$ cat config.mk
export PLATFORM = sky130hd
export DESIGN_NAME = vga_scan_sequencer
export DESIGN_NICKNAME = d
export VERILOG_FILES = /design/src/rtl/vss_pkg.sv /design/src/rtl/vss_pix_tick.sv /design/src/rtl/vss_hline.sv /design/src/rtl/vss_vseq.sv /design/src/rtl/vga_scan_sequencer.sv
export SDC_FILE = /design/constraint.sdc
export NUM_CORES = 1
export LEC_CHECK = 0
export CAP_MARGIN = 10
export CELL_PAD_IN_SITES_DETAIL_PLACEMENT = 0
export CELL_PAD_IN_SITES_GLOBAL_PLACEMENT = 1
export CORE_ASPECT_RATIO = 1.1
export CORE_MARGIN = 2
export CORE_UTILIZATION = 45
export CTS_BUF_LIST = sky130_fd_sc_hd__clkbuf_8
export DETAILED_ROUTE_END_ITERATION = 10
export GPL_TIMING_DRIVEN = 0
export PLACE_DENSITY = 0.81
export SYNTH_ARGS = -nofsm -noshare
export SYNTH_HDL_FRONTEND = slang
export SYNTH_SLANG_ARGS = --single-unit
$ cat constraint.sdc
create_clock -name clk -period 2.7 [get_ports clk]
set_input_delay 0.54 -clock clk [delete_from_list [all_inputs] [get_ports clk]]
set_output_delay 0.54 -clock clk [all_outputs]
set_load 0.01 [all_outputs]
$ cat src/rtl/vss_pkg.sv
package vss_pkg;

    localparam int LINE_W = 10;

    typedef enum logic [1:0] {
        PH_VISIBLE = 2'd0,
        PH_PRE     = 2'd1,
        PH_PULSE   = 2'd2,
        PH_POST    = 2'd3
    } vphase_t;

    typedef enum logic {
        MODE_480 = 1'b0,
        MODE_400 = 1'b1
    } vmode_t;

    typedef struct packed {
        logic [LINE_W-1:0] total;
        logic [LINE_W-1:0] visible;
        logic [LINE_W-1:0] vs_first;
        logic [LINE_W-1:0] vs_stop;
        logic              pol_high;
    } vtiming_t;

    typedef struct packed {
        logic [LINE_W-1:0] line;
        vphase_t           phase;
        vmode_t            mode;
        logic              vs_on;
        logic              fs;
    } vstate_t;

    function automatic vtiming_t timing_of(input vmode_t m);
        vtiming_t t;
        if (m == MODE_400) begin
            t.total    = LINE_W'(445);
            t.visible  = LINE_W'(400);
            t.vs_first = LINE_W'(401);
            t.vs_stop  = LINE_W'(404);
            t.pol_high = 1'b1;
        end else begin
            t.total    = LINE_W'(525);
            t.visible  = LINE_W'(480);
            t.vs_first = LINE_W'(490);
            t.vs_stop  = LINE_W'(492);
            t.pol_high = 1'b0;
        end
        return t;
    endfunction

    function automatic logic sync_level(input logic on, input logic pol_high);
        return pol_high ? on : ~on;
    endfunction

endpackage

$ cat src/rtl/vss_pix_tick.sv
module vss_pix_tick #(
    parameter int CLK_DIV = 4
) (
    input  logic clk,
    input  logic rst,
    output logic tick
);
    localparam int CW = (CLK_DIV > 1) ? $clog2(CLK_DIV) : 1;

    generate
        if (CLK_DIV > 1) begin : g_div
            localparam logic [CW-1:0] LAST = CW'(CLK_DIV - 1);
            logic [CW-1:0] cnt_q;

            always_ff @(posedge clk) begin
                if (rst)               cnt_q <= '0;
                else if (cnt_q == LAST) cnt_q <= '0;
                else                   cnt_q <= cnt_q + 1'b1;
            end

            assign tick = (cnt_q == LAST);


            tick_spacing_chk: assert property (@(posedge clk) disable iff (rst)
                tick |=> !tick);
        end else begin : g_nodiv
            assign tick = 1'b1;
        end
    endgenerate
endmodule

$ cat src/rtl/vss_hline.sv
module vss_hline #(
    parameter int H_TOTAL  = 800,
    parameter int HS_START = 16,
    parameter int HS_END   = 48
) (
    input  logic clk,
    input  logic rst,
    input  logic tick,
    output logic line_start,
    output logic hsync_n
);
    localparam int HW = $clog2(H_TOTAL);
    localparam logic [HW-1:0] H_LAST = HW'(H_TOTAL - 1);
    localparam logic [HW-1:0] HS_LO  = HW'(HS_START);
    localparam logic [HW-1:0] HS_HI  = HW'(HS_END);

    logic [HW-1:0] hcnt_q;
    logic          at_last;

    assign at_last = (hcnt_q == H_LAST);

    always_ff @(posedge clk) begin
        if (rst)
            hcnt_q <= '0;
        else if (tick)
            hcnt_q <= at_last ? '0 : hcnt_q + 1'b1;
    end

    assign line_start = tick && at_last;
    assign hsync_n    = !((hcnt_q >= HS_LO) && (hcnt_q < HS_HI));


    hcount_range_chk: assert property (@(posedge clk) disable iff (rst)
        int'(hcnt_q) < H_TOTAL);


    hcount_wrap_chk: assert property (@(posedge clk) disable iff (rst)
        line_start |=> hcnt_q == '0);


    hsync_fall_chk: assert property (@(posedge clk) disable iff (rst)
        $fell(hsync_n) |-> int'(hcnt_q) == HS_START);
endmodule

$ cat src/rtl/vss_vseq.sv
module vss_vseq
    import vss_pkg::*;
(
    input  logic              clk,
    input  logic              rst,
    input  logic              line_start,
    input  logic              mode_sel,
    output logic              vsync,
    output logic              line_active,
    output logic              frame_start,
    output logic [LINE_W-1:0] line_num
);
    vstate_t  cur_q;
    vstate_t  nxt;
    vtiming_t tm;
    logic [LINE_W-1:0] line_inc;

    assign tm       = timing_of(cur_q.mode);
    assign line_inc = cur_q.line + 1'b1;

    always_comb begin
        nxt    = cur_q;
        nxt.fs = 1'b0;
        if (line_start) begin
            if (cur_q.line == tm.total - 1'b1) begin
                nxt.line  = '0;
                nxt.phase = PH_VISIBLE;
                nxt.mode  = vmode_t'(mode_sel);
                nxt.vs_on = 1'b0;
                nxt.fs    = 1'b1;
            end else begin
                nxt.line = line_inc;
                unique case (cur_q.phase)
                    PH_VISIBLE: if (line_inc == tm.visible) nxt.phase = PH_PRE;
                    PH_PRE: if (line_inc == tm.vs_first) begin
                        nxt.phase = PH_PULSE;
                        nxt.vs_on = 1'b1;
                    end
                    PH_PULSE: if (line_inc == tm.vs_stop) begin
                        nxt.phase = PH_POST;
                        nxt.vs_on = 1'b0;
                    end
                    PH_POST: nxt.phase = PH_POST;
                    default: nxt.phase = PH_PRE;
                endcase
            end
        end
    end

    always_ff @(posedge clk) begin
        if (rst) begin
            cur_q.line  <= '0;
            cur_q.phase <= PH_PRE;
            cur_q.mode  <= vmode_t'(mode_sel);
            cur_q.vs_on <= 1'b0;
            cur_q.fs    <= 1'b0;
        end else begin
            cur_q <= nxt;
        end
    end

    assign vsync       = sync_level(cur_q.vs_on, tm.pol_high);
    assign line_active = (cur_q.phase == PH_VISIBLE);
    assign frame_start = cur_q.fs;
    assign line_num    = cur_q.line;


    line_wrap_chk: assert property (@(posedge clk) disable iff (rst)
        frame_start |-> line_num == '0);


    frame_pulse_chk: assert property (@(posedge clk) disable iff (rst)
        frame_start |=> !frame_start);


    active_range_chk: assert property (@(posedge clk) disable iff (rst)
        line_active |-> line_num < tm.visible);


    vs_window_chk: assert property (@(posedge clk) disable iff (rst)
        cur_q.vs_on |-> (line_num >= tm.vs_first) && (line_num < tm.vs_stop));


    mode_hold_chk: assert property (@(posedge clk) disable iff (rst)
        (line_num != '0) |-> $stable(cur_q.mode));


    line_step_chk: assert property (@(posedge clk) disable iff (rst)
        (!line_start && !$past(line_start)) |-> $stable(line_num));
endmodule

$ cat src/rtl/vga_scan_sequencer.sv
module vga_scan_sequencer
    import vss_pkg::*;
#(
    parameter int CLK_DIV  = 4,
    parameter int H_TOTAL  = 800,
    parameter int HS_START = 16,
    parameter int HS_END   = 48
) (
    input  logic              clk,
    input  logic              rst,
    input  logic              mode_sel,
    output logic              hsync_n,
    output logic              vsync,
    output logic              line_active,
    output logic              line_start,
    output logic              frame_start,
    output logic [LINE_W-1:0] line_num
);
    logic tick;

    vss_pix_tick #(.CLK_DIV(CLK_DIV)) u_tick (
        .clk  (clk),
        .rst  (rst),
        .tick (tick)
    );

    vss_hline #(
        .H_TOTAL  (H_TOTAL),
        .HS_START (HS_START),
        .HS_END   (HS_END)
    ) u_hline (
        .clk        (clk),
        .rst        (rst),
        .tick       (tick),
        .line_start (line_start),
        .hsync_n    (hsync_n)
    );

    vss_vseq u_vseq (
        .clk         (clk),
        .rst         (rst),
        .line_start  (line_start),
        .mode_sel    (mode_sel),
        .vsync       (vsync),
        .line_active (line_active),
        .frame_start (frame_start),
        .line_num    (line_num)
    );


    strobe_gap_chk: assert property (@(posedge clk) disable iff (rst)
        line_start |=> !line_start);
endmodule

## Yosys cells after proc, flatten, opt, wreduce, memory -nomap -nowiden

Cells that the tools add are included.

| storage, ports and cells | value |
|---|---|
| flip-flop bits (word level) | 27 |

| operators by class | value |
|---|---|
| add/subtract/negate cells | 4 |
| magnitude comparators | 2 |
| equal/unequal tests | 12 |
| muxes and demuxes | 16 |
| bitwise logic cells | 2 |
| reduce and logical (&&, ||, !) cells | 12 |

Operators by type and width:

| cell | number |
|---|---|
| $mux W41 | 1 |
| $eq A10 B10 Y1 | 4 |
| $add A10 B1 Y10 const B | 2 |
| $mux W12 | 1 |
| $eq A10 B10 Y1 const B | 1 |
| $ge A10 B5 Y1 const B | 1 |
| $lt A10 B6 Y1 const B | 1 |
| $mux W10 | 1 |
| $sub A10 B1 Y10 const B | 1 |
| $ne A3 B1 Y1 const B | 3 |
| $pmux W2 S4 | 1 |
| $reduce_and A4 Y1 | 2 |
| $eq A2 B2 Y1 const B | 3 |
| $mux W1 | 6 |
| $mux W2 | 3 |
| $mux W3 | 2 |
| $reduce_bool A2 Y1 | 2 |
| $reduce_or A2 Y1 | 2 |
| $reduce_bool A3 Y1 | 1 |
| $add A2 B1 Y2 const B | 1 |
| $eq A2 B1 Y1 const B | 1 |
| $logic_and A1 B1 Y1 | 2 |
| $logic_not A2 Y1 | 1 |
| $not A1 Y1 | 2 |
| other kinds (3) | 3 |

## Longest topological paths before layout

| depth | value |
|---|---|
| word-level depth | 7 |
| mapped depth | 10 |
| depth with buffers taken out | 8 |

## Hierarchy

Synthesis repeated with hierarchy kept, for this count alone.

| second synthesis, totals | value |
|---|---|
| cells, all modules | 232 |
| area total of the unflattened synthesis | 1,828.0 µm² |

By module, submodules not included:

| module | times used | cells an instance | area an instance (µm²) |
|---|---|---|---|
| vss_vseq | 1 | 167 | 1,218.7 |
| vss_hline | 1 | 60 | 534.3 |
| vss_pix_tick | 1 | 5 | 75.1 |

## Least setup slack after synthesis

No wires, ideal clock.

| timing | value |
|---|---|
| path type | reg2reg |
| from | register u_vseq.cur_q (netlist bit u_vseq.line_num[0]) |
| to | register u_vseq.cur_q[4] (netlist name) |
| data arrival time | 1,995 ps |
| data required time | 2,575 ps |
| slack | 579 ps |
| stages on the path, launching flop included | 10 |
| buffers on the path | 1 |
| path through | dfxtp_1 > ha_1 > and3_1 > clkbuf_1 > a2111oi_2 > nor4_4 > o21ai_2 > o311ai_4 > and3_1 > o22ai_1 |

| on the way | value |
|---|---|
| cells in the longest elaborated chain, start to end | 4 |
| elaborated cells on any way between the ends | 10 |

RTL lines:

| what | RTL line | text |
|---|---|---|
| from (decl) | vss_vseq.sv:13 | `vstate_t cur_q;` |
| from (signal assigned) | vss_vseq.sv:58 | `cur_q <= nxt;` |
| $add A10 B1 Y10 | vss_vseq.sv:19 | `assign line_inc = cur_q.line + 1'b1;` |
| $eq A10 B10 Y1 (on tied branches) | vss_vseq.sv:39, vss_vseq.sv:34, vss_vseq.sv:35 |  |
| $ne A3 B1 Y1 (no source line) | -- |  |
| $reduce_and A4 Y1 (no source line) | -- |  |

Several ways; a longest one is shown, not always the timed one.
A chain may end at the register's enable or synchronous reset.

## Final worst setup path

| timing | value |
|---|---|
| from | register u_tick.g_div.cnt_q[0] |
| to | output line_start |

| on the way | value |
|---|---|
| cells in the longest elaborated chain, start to end | 2 |

RTL lines:

| what | RTL line | text |
|---|---|---|
| from (decl) | vss_pix_tick.sv:13 | `logic [CW-1:0] cnt_q;` |
| from (signal assigned) | vss_pix_tick.sv:18 | `else cnt_q <= cnt_q + 1'b1;` |
| $eq A2 B2 Y1 | vss_pix_tick.sv:21 | `assign tick = (cnt_q == LAST);` |
| $logic_and A1 B1 Y1 | vss_hline.sv:29 | `assign line_start = tick && at_last;` |
| to (decl) | vga_scan_sequencer.sv:15 | `output logic line_start,` |

Every way passes these cells.

==> results.json <==
{
  "hold_viol": 0,
  "synth_ff_type": "dfxtp_1",
  "maxCapViolCount": 0,
  "yosysMostFrequentCell": "dfxtp_1",
  "die_w_um": 67.1,
  "p_switching_mw": 0.181,
  "power-per-cell-area_nw_per_um2": 323,
  "wl_per_cell_um": 14.3,
  "startpoint_type": "flop",
  "syn2layout_area_growth_pct": 14.6,
  "worstPathMaxFanout": 8,
  "route.vias.total": 1729,
  "grt_max_degree": 15,
  "async_reset_ff_share_pct": 0,
  "status": "finished clean",
  "ys_seq_area_share_pct": 28.0,
  "gp_congestion": 0.805,
  "synth_top_family_by_area": "simple AND/OR/NAND/NOR gates",
  "cts_root_buffer": "clkbuf_8",
  "syn_inst": 239,
  "cts.reportedPaths.clkPinSlew_ps": 90,
  "routed_via_density": 5.52,
  "fillers": 458,
  "synth-seq-cells": 27,
  "die_y_um": 73.4,
  "place_hpwl_um": 3210,
  "finalCriticalPeriod_ps": 2510,
  "p_sw_share_pct": 24.9,
  "port_buffers": 17,
  "fmax_ghz": 0.398,
  "cts.path.max_buffers": 2,
  "ys_warn_count": 0,
  "totalWireLength_um": 4480,
  "grt_util_all_layers_pct": 19.5,
  "synth_fp_nets": 252,
  "die_area_um2": 4920,
  "final_nets": 273,
  "initial_core_util_pct": 46.3,
  "dr.first_iter.drc_count": 60,
  "vdd.ir_drop.worst_v": 0.000281,
  "timing.final.crit_share_pct": 93.0,
  "cts.sinks": 27,
  "synth-simple-area-share_pct": 25.7,
  "seq_power_share_pct": 57.0,
  "worstSetupEndpointType": "primary output",
  "synth.area.mux_share_pct": 0,
  "ant_nets": 0,
  "p_comb_share_pct": 10.7,
  "synth_area_per_cell_um2": 8.23,
  "grt_pass1_wl_um": 7450,
  "pre_cts_ws_ps": 156,
  "synth_edf_count": 1,
  "hold_buffers": 0,
  "layout-drive-gt1-share_pct": 15.1,
  "cts_tree": "yes",
  "top_level_ports": 18,
  "post-route-drc-count": 0,
  "setup_tns_ps": 0,
  "relSlewSlack_pct": 63.2,
  "finClkSkew_ps": 6.75,
  "worstHoldPathType": "reg2reg",
  "drtPass1Iterations": 4,
  "clk_latency_ps": 280,
  "htreeDepth": 1,
  "synth_area_leaders": "dfxtp_1, ha_1, buf_4, xor2_1, nand2_1",
  "grt_overflow": 0,
  "syn_area_um2": 1970,
  "rsz0062_at_grt": "false",
  "fp.coreArea_um2": 4250,
  "crit_required_ps": 2160,
  "antenna_found_initial": 0,
  "synth_top_area_share_pct": 26.4,
  "synth_cell_types": 57,
  "diodes": 0,
  "yosys-top-cells-count": "dfxtp_1, nand2_1, inv_1",
  "p_leak_nw": 0.878,
  "report.final.slew_viol_count": 0,
  "p_int_mw": 0.548,
  "synth_xor_area_share_pct": 7.12,
  "setup_slack_ps": 188,
  "finalSetupViolCount": 0,
  "post-synth-top-area-cell": "dfxtp_1",
  "fp-row-count": 25,
  "worstSetupPathType": "reg2out",
  "critPathArrivalTime_ps": 1970,
  "clock_power_share_pct": 32.3,
  "synthAdderAreaFrac_pct": 6.36,
  "tightest_slew_ps": 552,
  "grt_pass1_vias": 1571,
  "synth_compound_area_share_pct": 21.2,
  "cts-buffers-inserted": 3
}
## cell families (layout without fill, tap and decap cells)
family                     count (synthesis)  in the layout
adders and majority gates                 10             10
xor gates and xnor gates                  16             16
and+or+nand+nor                           89             89
AOI/OAI and AO/OA                         54             54
buffers and inverters                     43             63
DFF                                       27             27
## power groups by stage
stage | Combinational [mW] | Sequential (mW) | Clock, mW
after floorplan | 0.0547 | 0.424 | 0
after global placement | 0.0758 | 0.425 | 0
after detailed placement | 0.0769 | 0.425 | 0
after CTS | 0.0774 | 0.416 | 0.244
after global routing | 0.0875 | 0.417 | 0.259
final | 0.0777 | 0.416 | 0.236
## metrics by stage
| stage | utilization [%] | hold WS [ps] | std cells | instance area (um^2) | total power [mW] |
|---|---|---|---|---|---|
| floorplan | - | 404 | 239 | 1970 | 0.478 |
| global placement | 51.9 | 414 | 310 | 2210 | 0.501 |
| detailed placement | 51.9 | 417 | 310 | 2210 | 0.502 |
| CTS | 52.8 | 431 | 313 | 2250 | 0.737 |
| global route | 53.0 | 444 | 313 | 2250 | 0.763 |
| finish | 53.0 | 435 | 313 | 2250 | 0.729 |
## registers in the layout, indices dropped and copies added, names as in the netlist
name,flops
u_vseq.line_num,10
u_vseq.frame_start,1
u_hline.hcnt_q,10
u_tick.g_div.cnt_q,2
u_vseq.cur_q,4
## worst max-delay path: stages (launching register included)
cell	delay, ps
dfxtp_1	350
ha_2	260
and3_1	250
nand2_1	150
inv_2	140
clkdlybuf4s50_1	540
## routing by layer
layer  share of wire [%]  track usage, %  up-vias
met5                   0               0        -
met3                 2.7            2.45        5
li1                    -               -      883
met1                  48            26.1      814
met4                 1.4            7.48        0
met2                  48            31.8       27
## layout make-up
class / count / area, um^2 / share of cell area, %
inverters: 17 / 63.8 / 2.83
repair buffers: 17 / 170 / 7.55
well taps: 54 / 67.6 / 3.00
plain buffers: 25 / 163 / 7.21
clock buffers: 3 / 41.3 / 1.83
clock inverters: 1 / 3.75 / 0.166
multi-input cells: 169 / 1190 / 53.0
flip-flops and latches: 27 / 551 / 24.4
## worst paths after layout
check / to / start / cells after the start / slack [ps]
hold reg to reg: u_tick.g_div.cnt_q[0]$_SDFF_PP0_ / u_tick.g_div.cnt_q[0]$_SDFF_PP0_ / 1 / 440
setup / recovery: line_start / u_tick.g_div.cnt_q[0]$_SDFF_PP0_ / 5 / 190
setup reg to reg: u_vseq.cur_q[4]$_SDFFE_PP0P_ / u_vseq.line_num[0]$_SDFFE_PP0P_ / 9 / 190
hold / removal: u_tick.g_div.cnt_q[0]$_SDFF_PP0_ / u_tick.g_div.cnt_q[0]$_SDFF_PP0_ / 1 / 440
## placed cells by master (no fill, tap or decap), types with 2 or more instances in the layout
cell type        instances
dfxtp_1                 26
nand2_1                 23
inv_1                   17
clkdlybuf4s50_1         17
nor2_1                  15
buf_4                   14
xor2_1                  11
o21ai_1                 11
ha_1                     9
nand3_1                  8
nor3_1                   8
buf_2                    7
a21oi_1                  7
and3_1                   6
nand4_1                  6
o31ai_1                  6
xnor2_1                  5
clkbuf_1                 3
nand2b_1                 3
o21ai_0                  3
o41ai_1                  3
clkbuf_8                 3
and2_1                   2
nor4_1                   2
and4_1                   2
nor2b_1                  2
a211oi_1                 2
o22a_1                   2
o22ai_1                  2
or3_1                    2
## repair_timing
item / in CTS / in global routing
setup buffers: 0 / 0
endpoints found under the setup margin: 1 / 2
resized for setup: 0 / 3
(Power assumes the default switching activity.)
